File: src/rtl/scsa_pkg.sv
package scsa_pkg;
  // Number of slices for a given width and slice size
  function automatic int num_blk(int wd, int bk);
    return (wd + bk - 1) / bk;
  endfunction

  // Width of slice idx: the top slice takes what is left over
  function automatic int blk_w(int wd, int bk, int idx);
    return (idx == num_blk(wd, bk) - 1) ? (wd - idx * bk) : bk;
  endfunction
endpackage

File: src/rtl/scsa_cla.sv
// Parallel-prefix (Kogge-Stone style) adder with a fixed carry-in
module scsa_cla #(
  parameter int  W   = 4,
  parameter bit  CIN = 1'b0
) (
  input  logic [W-1:0] a,
  input  logic [W-1:0] b,
  output logic [W-1:0] s,
  output logic         co
);
  localparam int LV = (W > 1) ? $clog2(W) : 1;

  logic [W-1:0] gl [LV+1];
  logic [W-1:0] pl [LV+1];
  logic [W:0]   cy;

  always_comb begin
    gl[0] = a & b;
    pl[0] = a ^ b;
    for (int l = 0; l < LV; l++) begin
      for (int i = 0; i < W; i++) begin
        if (i >= (1 << l)) begin
          gl[l+1][i] = gl[l][i] | (pl[l][i] & gl[l][i-(1<<l)]);
          pl[l+1][i] = pl[l][i] & pl[l][i-(1<<l)];
        end else begin
          gl[l+1][i] = gl[l][i];
          pl[l+1][i] = pl[l][i];
        end
      end
    end
    cy[0] = CIN;
    for (int i = 0; i < W; i++) begin
      cy[i+1] = gl[LV][i] | (pl[LV][i] & CIN);
    end
  end

  assign s  = pl[0] ^ cy[W-1:0];
  assign co = cy[W];
endmodule

File: src/rtl/scsa_block.sv
// One upper slice: two prefix adders and a select multiplexer
module scsa_block #(
  parameter int W = 4
) (
  input  logic [W-1:0] a,
  input  logic [W-1:0] b,
  input  logic         sel,
  output logic [W-1:0] s,
  output logic         co_sel,
  output logic         co_zero
);
  logic [W-1:0] s0, s1;
  logic         c1;

  scsa_cla #(.W(W), .CIN(1'b0)) u_add0 (.a(a), .b(b), .s(s0), .co(co_zero));
  scsa_cla #(.W(W), .CIN(1'b1)) u_add1 (.a(a), .b(b), .s(s1), .co(c1));

  assign s      = sel ? s1 : s0;
  assign co_sel = sel ? c1 : co_zero;
endmodule

File: src/rtl/scsa_adder.sv
module scsa_adder #(
  parameter int WIDTH = 16,
  parameter int BLK   = 4
) (
  input  logic             clk,
  input  logic             rst,
  input  logic [WIDTH-1:0] opnd_a,
  input  logic [WIDTH-1:0] opnd_b,
  output logic [WIDTH-1:0] sum_o,
  output logic             carry_o
);
  localparam int NBLK = scsa_pkg::num_blk(WIDTH, BLK);

  logic [NBLK-1:0]  cz;   // carry-out of each slice's carry-in-0 adder
  logic [NBLK-1:0]  cs;   // carry-out of each slice's selected adder
  logic [WIDTH-1:0] sum_c;

  for (genvar i = 0; i < NBLK; i++) begin : g_blk
    localparam int LO = i * BLK;
    localparam int W  = scsa_pkg::blk_w(WIDTH, BLK, i);
    if (i == 0) begin : g_low
      scsa_cla #(.W(W), .CIN(1'b0)) u_add (
        .a(opnd_a[LO +: W]), .b(opnd_b[LO +: W]),
        .s(sum_c[LO +: W]), .co(cz[i]));
      assign cs[i] = cz[i];
    end else begin : g_up
      scsa_block #(.W(W)) u_blk (
        .a(opnd_a[LO +: W]), .b(opnd_b[LO +: W]), .sel(cz[i-1]),
        .s(sum_c[LO +: W]), .co_sel(cs[i]), .co_zero(cz[i]));
    end
  end

  always_ff @(posedge clk) begin
    if (rst) begin
      sum_o   <= '0;
      carry_o <= 1'b0;
    end else begin
      sum_o   <= sum_c;
      carry_o <= cs[NBLK-1];
    end
  end
endmodule

File: config.mk
export PLATFORM = sky130hd
export DESIGN_NAME = scsa_adder
export DESIGN_NICKNAME = d
export VERILOG_FILES = /design/src/rtl/scsa_pkg.sv /design/src/rtl/scsa_cla.sv /design/src/rtl/scsa_block.sv /design/src/rtl/scsa_adder.sv
export SDC_FILE = /design/constraint.sdc
export NUM_CORES = 1
export LEC_CHECK = 0
export BUFFER_PORTS_ARGS = -buffer_cell sky130_fd_sc_hd__buf_4
export CORE_ASPECT_RATIO = 1.2
export CORE_UTILIZATION = 36
export CTS_CLUSTER_SIZE = 10
export DETAILED_ROUTE_END_ITERATION = 10
export HOLD_SLACK_MARGIN = 0.1
export PLACE_DENSITY_LB_ADDON = 0.05
export SYNTH_ARGS = -nofsm -noshare
export SYNTH_HDL_FRONTEND = slang
export SYNTH_SLANG_ARGS = --single-unit
File: constraint.sdc
create_clock -name clk -period 2.3 [get_ports clk]
set_input_delay 0.46 -clock clk [delete_from_list [all_inputs] [get_ports clk]]
set_output_delay 0.46 -clock clk [all_outputs]
set_load 0.02 [all_outputs]
==> Flow_metrics.wiki, run 1 <==
{| class="wikitable"
! Metric !! Value
|-
| Syn Area/Cell || 9.10 um^2
|-
| Largest fanout on the critical path || 3
|-
| Count of instances resized after the clock tree is built || 0
|-
| Relative max-transition margin || 0.772
|-
| Kind of capture point of the worst setup path || flip-flop
|-
| Initial antenna violation count || 0
|-
| Met1 global-route usage || 0.156
|-
| Hold Startpoint || opnd_b[0]
|-
| Worst hold path type || input port to flip-flop
|-
| Global Route met2 Usage || 0.301
|-
| Cell depth of the worst hold path || 3
|-
| Clock tree from TritonCTS || done
|-
| Final global-route overflow total || 0
|-
| Sequential fraction of the synthesis area || 0.281
|-
| Maximum VDD drop || 0.354 mV
|-
| Smallest hold slack || 0.474 ns
|-
| Top cells by area, synth || dfxtp_1, ha_1, nor2_1
|-
| Startpoint type of the worst setup path || input port
|-
| Buffer type at the clock tree root || clkbuf_4
|-
| Area of all sequential standard cells || 340 um^2
|-
| Overall track demand over capacity in global routing || 0.158
|-
| Vias per std cell || 5.08
|-
| Run status || finished clean
|-
| Final layout net count || 239
|-
| Hold endpoint || sum_o[0]$_SDFF_PP0_
|-
| Routed WL per cell || 11.6 um
|-
| Leakage Power || 0.817 nW
|-
| Initial core utilization || 0.386
|-
| Hold-fix buffers, CTS || 0
|-
| RSZ-0062 raised after global routing || no
|-
| CTS buffer count || 3
|-
| Total Die Area || 0.00360 mm^2
|-
| Most Crowded Layer GR || met2
|-
| Simple-gate portion of the synthesized area || 0.191
|-
| Final hold vios || 0
|-
| Clock net sink count || 17
|-
| Proportion of synthesized area in mux cells || 0.0393
|-
| Via count || 1,118
|-
| Ant. Diodes || 0
|-
| Synthesized-area fraction occupied by xor and xnor cells || 0.0290
|-
| Met3 Usage GRT || 0.0208
|-
| Number of placement rows || 22
|-
| Gpl congestion || 0.767
|-
| Post-synth cell types || 37
|-
| Fill cell total of the finished layout || 313
|-
| Period utilisation layout || 0.797
|-
| Max H-tree Level || 1
|-
| Setup TNS || 0 ns
|-
| Final worst path period need || 1.83 ns
|-
| Wire length of the first global-routing pass || 4.15 mm
|-
| Post-CTS Repair Setup Buffers || 0
|-
| Number of setup violations in the final report || 0
|-
| Antenna Violating Nets Remaining || 0
|-
| Starting DRC count in detailed routing || 11
|-
| Compound-Gate Fraction of Synth Area || 0.206
|-
| Req. time, crit path || 2.50 ns
|-
| Drt total wl || 2.55 mm
|-
| Fraction of final layout cells sized beyond drive strength 1 || 0.353
|-
| Total of warnings raised by yosys || 0
|-
| Crit path kind || input port to flip-flop
|-
| Pin count of the biggest net entering global routing || 31
|-
| Core ar. || 0.00314 mm^2
|-
| Vias in the first global route || 1,075
|-
| Cell area after synthesis || 0.00121 mm^2
|-
| Yosys top cell area share || 0.281
|-
| Deepest clock path buffer count || 2
|-
| Slew at the pin closest to its max-slew limit || 0.339 ns
|-
| Top-level port count || 51
|-
| Number of standard cells after synthesis || 133
|-
| Library cell occupying the most area in the post-synthesis netlist || dfxtp_1
|-
| Synth Area in Adders || 0.213
|-
| Number of flip-flops and latches in the synthesized netlist || 17
|-
| Peak Freq || 546 MHz
|-
| Maximum capacitance violations || 0
|-
| Critical path arrival || 2.03 ns
|-
| Max-slew violation total from the final report || 0
|-
| Dominant combinational cell family by area after synthesis || adder cells
|-
| Iteration count of the initial detailed-routing pass || 4
|-
| Die extent in x || 54.9 um
|-
| P per Cell Area || 525 mW/mm^2
|-
| Area growth, synth to finish || 36.1%
|-
| Net count after synthesis || 187
|-
| Clock slew seen by the registers of the worst setup and hold paths || 0.11 ns
|-
| Height of the chip || 65.5 um
|-
| Port buffer count || 50
|-
| Half-perimeter wire length after detailed placement || 2.04 mm
|-
| Multi-input gate area in the final layout || 821 um^2
|-
| DRC || 0
|}
==> area by class of cell <==
cell class | count | share of cell area
clock buffer | 3 | 0.0137
inverter | 10 | 0.0228
tap | 36 | 0.0274
sequential | 17 | 0.207
clock inverter | 1 | 0.00304
multi-input combinational | 103 | 0.498
timing repair buffer | 50 | 0.228
==> critical path: stages <==
cell,delay (ns)
buf_4,0.11
ha_1,0.21
fa_1,0.43
a211oi_1,0.34
o21ai_0,0.17
o311ai_0,0.31
==> logic make-up after synthesis <==
group	count (synthesis)
AO/OA/AOI/OAI	32
adder cells (fa/ha/maj)	20
AND/OR/NAND/NOR	43
XOR/XNOR	4
multiplexers	4
buffers and inverters	13
flip-flops	17
==> per-stage QoR <==
stage | worst slack [ns] | total power, mW | area, um^2 | util | std cells
floorplan | 0.381 | 0.568 | 1210 | - | 133
global placement | 0.201 | 0.694 | 1620 | 0.516 | 216
detailed placement | 0.140 | 0.703 | 1620 | 0.516 | 216
CTS | 0.463 | 0.880 | 1650 | 0.525 | 220
global route | 0.307 | 0.930 | 1650 | 0.525 | 220
finish | 0.467 | 0.864 | 1650 | 0.525 | 220
==> layout by cell type (no fill, tap or decap), types with 2 or more instances in the layout <==
master	Yosys	layout
a211o_1	2	2
a211oi_1	3	3
a21o_1	4	4
a21oi_1	3	3
buf_4	0	50
clkbuf_4	0	3
dfxtp_1	17	17
ha_1	19	19
inv_1	10	10
mux2_2	2	2
nand2_1	3	3
nand2b_1	3	3
nand3_1	2	2
nor2_1	15	15
nor2b_1	6	6
nor3_1	5	5
nor3b_1	2	2
o21a_1	3	3
o21ai_0	6	6
o311ai_0	2	2
or2_2	2	2
or4b_1	3	3
xnor2_1	3	3
==> power by group <==
| part | total, mW | internal [mW] | switching, mW | leakage (nW) |
|---|---|---|---|---|
| Clock | 0.172 | 0.0647 | 0.107 | 0.0177 |
| Sequential | 0.341 | 0.331 | 0.0101 | 0.142 |
| Combinational | 0.351 | 0.177 | 0.174 | 0.657 |
==> routing by layer <==
layer | up-vias | wire length [um] | share of wire
met1 | 505 | 1040 | 0.41
met2 | 29 | 1370 | 0.54
met4 | 0 | 22 | 0.0086
met3 | 2 | 118 | 0.046
li1 | 582 | - | -
met5 | - | 0 | 0
==> worst max path at each step <==
stage,startpoint,to,cells after the start
after detailed placement,opnd_a[0],sum_o[6]$_SDFF_PP0_,6
final,opnd_a[0],sum_o[6]$_SDFF_PP0_,6
after floorplan,opnd_a[0],sum_o[5]$_SDFF_PP0_,6
after global placement,opnd_a[0],sum_o[6]$_SDFF_PP0_,7
after global routing,opnd_a[0],sum_o[6]$_SDFF_PP0_,6
after CTS,opnd_a[0],sum_o[6]$_SDFF_PP0_,6
==> cell usage after synthesis <==
master and number:
ha_1 19, dfxtp_1 17, nor2_1 15, inv_1 10
nor2b_1 6, o21ai_0 6, nor3_1 5, a21o_1 4
a211oi_1 3, a21oi_1 3, clkbuf_1 3, nand2_1 3
nand2b_1 3, o21a_1 3, or4b_1 3, xnor2_1 3
a211o_1 2, mux2_2 2, nand3_1 2, nor3b_1 2
o311ai_0 2, or2_2 2, a211o_2 1, a211oi_2 1
a21oi_2 1, a22oi_1 1, a31oi_4 1, a32oi_1 1
and3_2 1, fa_1 1, mux2_4 1, mux2i_1 1
o21bai_2 1, o22ai_1 1, o31ai_1 1, or4_1 1
xor2_1 1
==> sequential cells by signal, summed over array words and instances (netlist names) <==
signal,flops
sum_o,16
carry_o,1
Note: power is estimated with default switching activity, not from simulation.
==> run 2: changes to the inputs <==
Clock period 2.3 ns to 1.5 ns, I/O delays scaled along.
==> Flow_metrics.wiki, run 2 (synthesis results as in run 1) <==
{| class="wikitable"
! Metric !! Value
|-
| Hold-fix buffers, CTS || 0
|-
| Largest register by flop count || sum_o
|-
| Maximum capacitance violations || 0
|-
| Leakage Power || 0.934 nW
|-
| Final layout net count || 262
|-
| Clock tree from TritonCTS || done
|-
| Pin count of the biggest net entering global routing || 31
|-
| Commonest cells after routing, fill and taps aside || buf_4, dfxtp_1, nor2_1
|-
| Total Die Area || 0.00360 mm^2
|-
| Area growth, synth to finish || 58.5%
|-
| Logic gate share of total power || 0.458
|-
| Ant. Diodes || 0
|-
| Half-perimeter wire length after detailed placement || 2.30 mm
|-
| Initial antenna violation count || 0
|-
| Most common cell after layout, fill and taps aside || buf_4
|-
| Max H-tree Level || 1
|-
| Clock slew seen by the registers of the worst setup and hold paths || 0.11 ns
|-
| Vias in the first global route || 1,132
|-
| Run status || finished clean
|-
| Final hold vios || 0
|-
| Starting DRC count in detailed routing || 5
|-
| Wire length of the first global-routing pass || 4.45 mm
|-
| Antenna Violating Nets Remaining || 0
|-
| Via count || 1,199
|-
| Setup TNS || 0 ns
|-
| Period utilisation layout || 0.991
|-
| Critical path arrival || 1.72 ns
|-
| Switching part of the total || 0.330
|-
| Final global-route overflow total || 0
|-
| Relative max-transition margin || 0.796
|-
| Net switching power || 0.475 mW
|-
| Vias per std cell || 4.93
|-
| P per Cell Area || 750 mW/mm^2
|-
| Startpoint type of the worst setup path || input port
|-
| Share of total power in sequential cells || 0.364
|-
| Die extent in x || 54.9 um
|-
| Smallest hold slack || 0.315 ns
|-
| Req. time, crit path || 1.73 ns
|-
| Fraction of final layout cells sized beyond drive strength 1 || 0.473
|-
| Int Pwr || 0.964 mW
|-
| Clock net sink count || 17
|-
| Number of flip-flops under the largest register name || 16
|-
| Biggest registers after layout || sum_o (16), carry_o (1)
|-
| RSZ-0062 raised after global routing || no
|-
| Height of the chip || 65.5 um
|-
| Hold Startpoint || opnd_b[0]
|-
| Buffer type at the clock tree root || clkbuf_4
|-
| Overall track demand over capacity in global routing || 0.169
|-
| Fill cell total of the finished layout || 289
|-
| Number of setup violations in the final report || 0
|-
| CTS buffer count || 3
|-
| Number of placement rows || 22
|-
| Top-level port count || 51
|-
| Iteration count of the initial detailed-routing pass || 4
|-
| DRC || 0
|-
| Port buffer count || 50
|-
| Deepest clock path buffer count || 2
|-
| Largest fanout on the critical path || 3
|-
| Cell depth of the worst hold path || 3
|-
| Core ar. || 0.00314 mm^2
|-
| Worst hold path type || input port to flip-flop
|-
| Post-place setup slack || -0.371 ns
|-
| Peak Freq || 673 MHz
|-
| Setup WS post-layout || 0.0139 ns
|-
| Slew at the pin closest to its max-slew limit || 0.302 ns
|-
| Clock network fraction of total power || 0.177
|-
| Maximum VDD drop || 0.470 mV
|-
| Final Util || 0.611
|-
| Max-slew violation total from the final report || 0
|-
| Hold endpoint || sum_o[0]$_SDFF_PP0_
|-
| Initial core utilization || 0.386
|-
| Crit path kind || input port to flip-flop
|-
| Gpl congestion || 0.747
|-
| Kind of capture point of the worst setup path || flip-flop
|-
| Final worst path period need || 1.49 ns
|-
| Routed WL per cell || 11.4 um
|-
| Drt total wl || 2.78 mm
|}
[run 2: cell count changes in the layout (fill, tap and decap cells not counted), sizes merged]
| cell | change |
|---|---|
| buf | +23 |
[run 2: worst max-delay path by stage]
stage / cells after the start / to / from / slack (ns)
floorplan: 6 / sum_o[5]$_SDFF_PP0_ / opnd_a[0] / -0.13
global placement: 7 / sum_o[5]$_SDFF_PP0_ / opnd_a[0] / -0.31
CTS: 7 / sum_o[5]$_SDFF_PP0_ / opnd_a[0] / 0.009
detailed placement: 7 / sum_o[5]$_SDFF_PP0_ / opnd_a[0] / -0.37
global route: 7 / sum_o[5]$_SDFF_PP0_ / opnd_a[0] / 0.002
finish: 7 / sum_o[5]$_SDFF_PP0_ / opnd_a[0] / 0.01
[run 2: timing repair]
item	4_1_cts	5_1_grt
pin swaps	3	1
resized for setup	1	5
setup endpoints to repair	2	4
buffers inserted	0	1
[run 2: area by class of cell]
cell class | count | area [um^2] | share of cell area
flip-flops and latches | 17 | 340 | 0.177
multi-input cells | 103 | 912 | 0.476
inverters | 10 | 37.5 | 0.0196
well taps | 36 | 45.0 | 0.0235
clock inverters | 1 | 5.00 | 0.00261
repair buffers | 73 | 556 | 0.290
clock buffers | 3 | 22.5 | 0.0117
[run 2: worst max-delay path, cell delays in order]
cell and delay, ns:
buf_6 0.10, ha_4 0.15, fa_2 0.38, a21o_1 0.20, a21o_1 0.18, a211o_1 0.27, a21oi_2 0.14
[run 2: per-stage QoR]
stage / total power [mW] / cell area [um^2] / std cells
CTS: 1.44 / 1880 / 242
finish: 1.44 / 1920 / 243
detailed placement: 1.18 / 1850 / 238
floorplan: 0.892 / 1280 / 133
global route: 1.54 / 1920 / 243
global placement: 1.16 / 1850 / 238
[run 2: power by group through the flow]
| stage | sequential [mW] | combinational (mW) | clock [mW] |
|---|---|---|---|
| 6_report | 0.524 | 0.659 | 0.255 |
| 5_1_grt | 0.531 | 0.722 | 0.286 |
| 4_1_cts | 0.525 | 0.646 | 0.272 |
| 3_5_place_dp | 0.535 | 0.642 | 0 |
| 3_3_place_gp | 0.535 | 0.626 | 0 |
| 2_1_floorplan | 0.605 | 0.287 | 0 |
[run 2: layer usage]
layer  vias to the layer above  track usage  routed length, um
li1                        625            -                  -
met4                         0       0.0656                 17
met3                         2       0.0208                122
met2                        28        0.316               1540
met5                         -            0                  0
met1                       544        0.180               1100
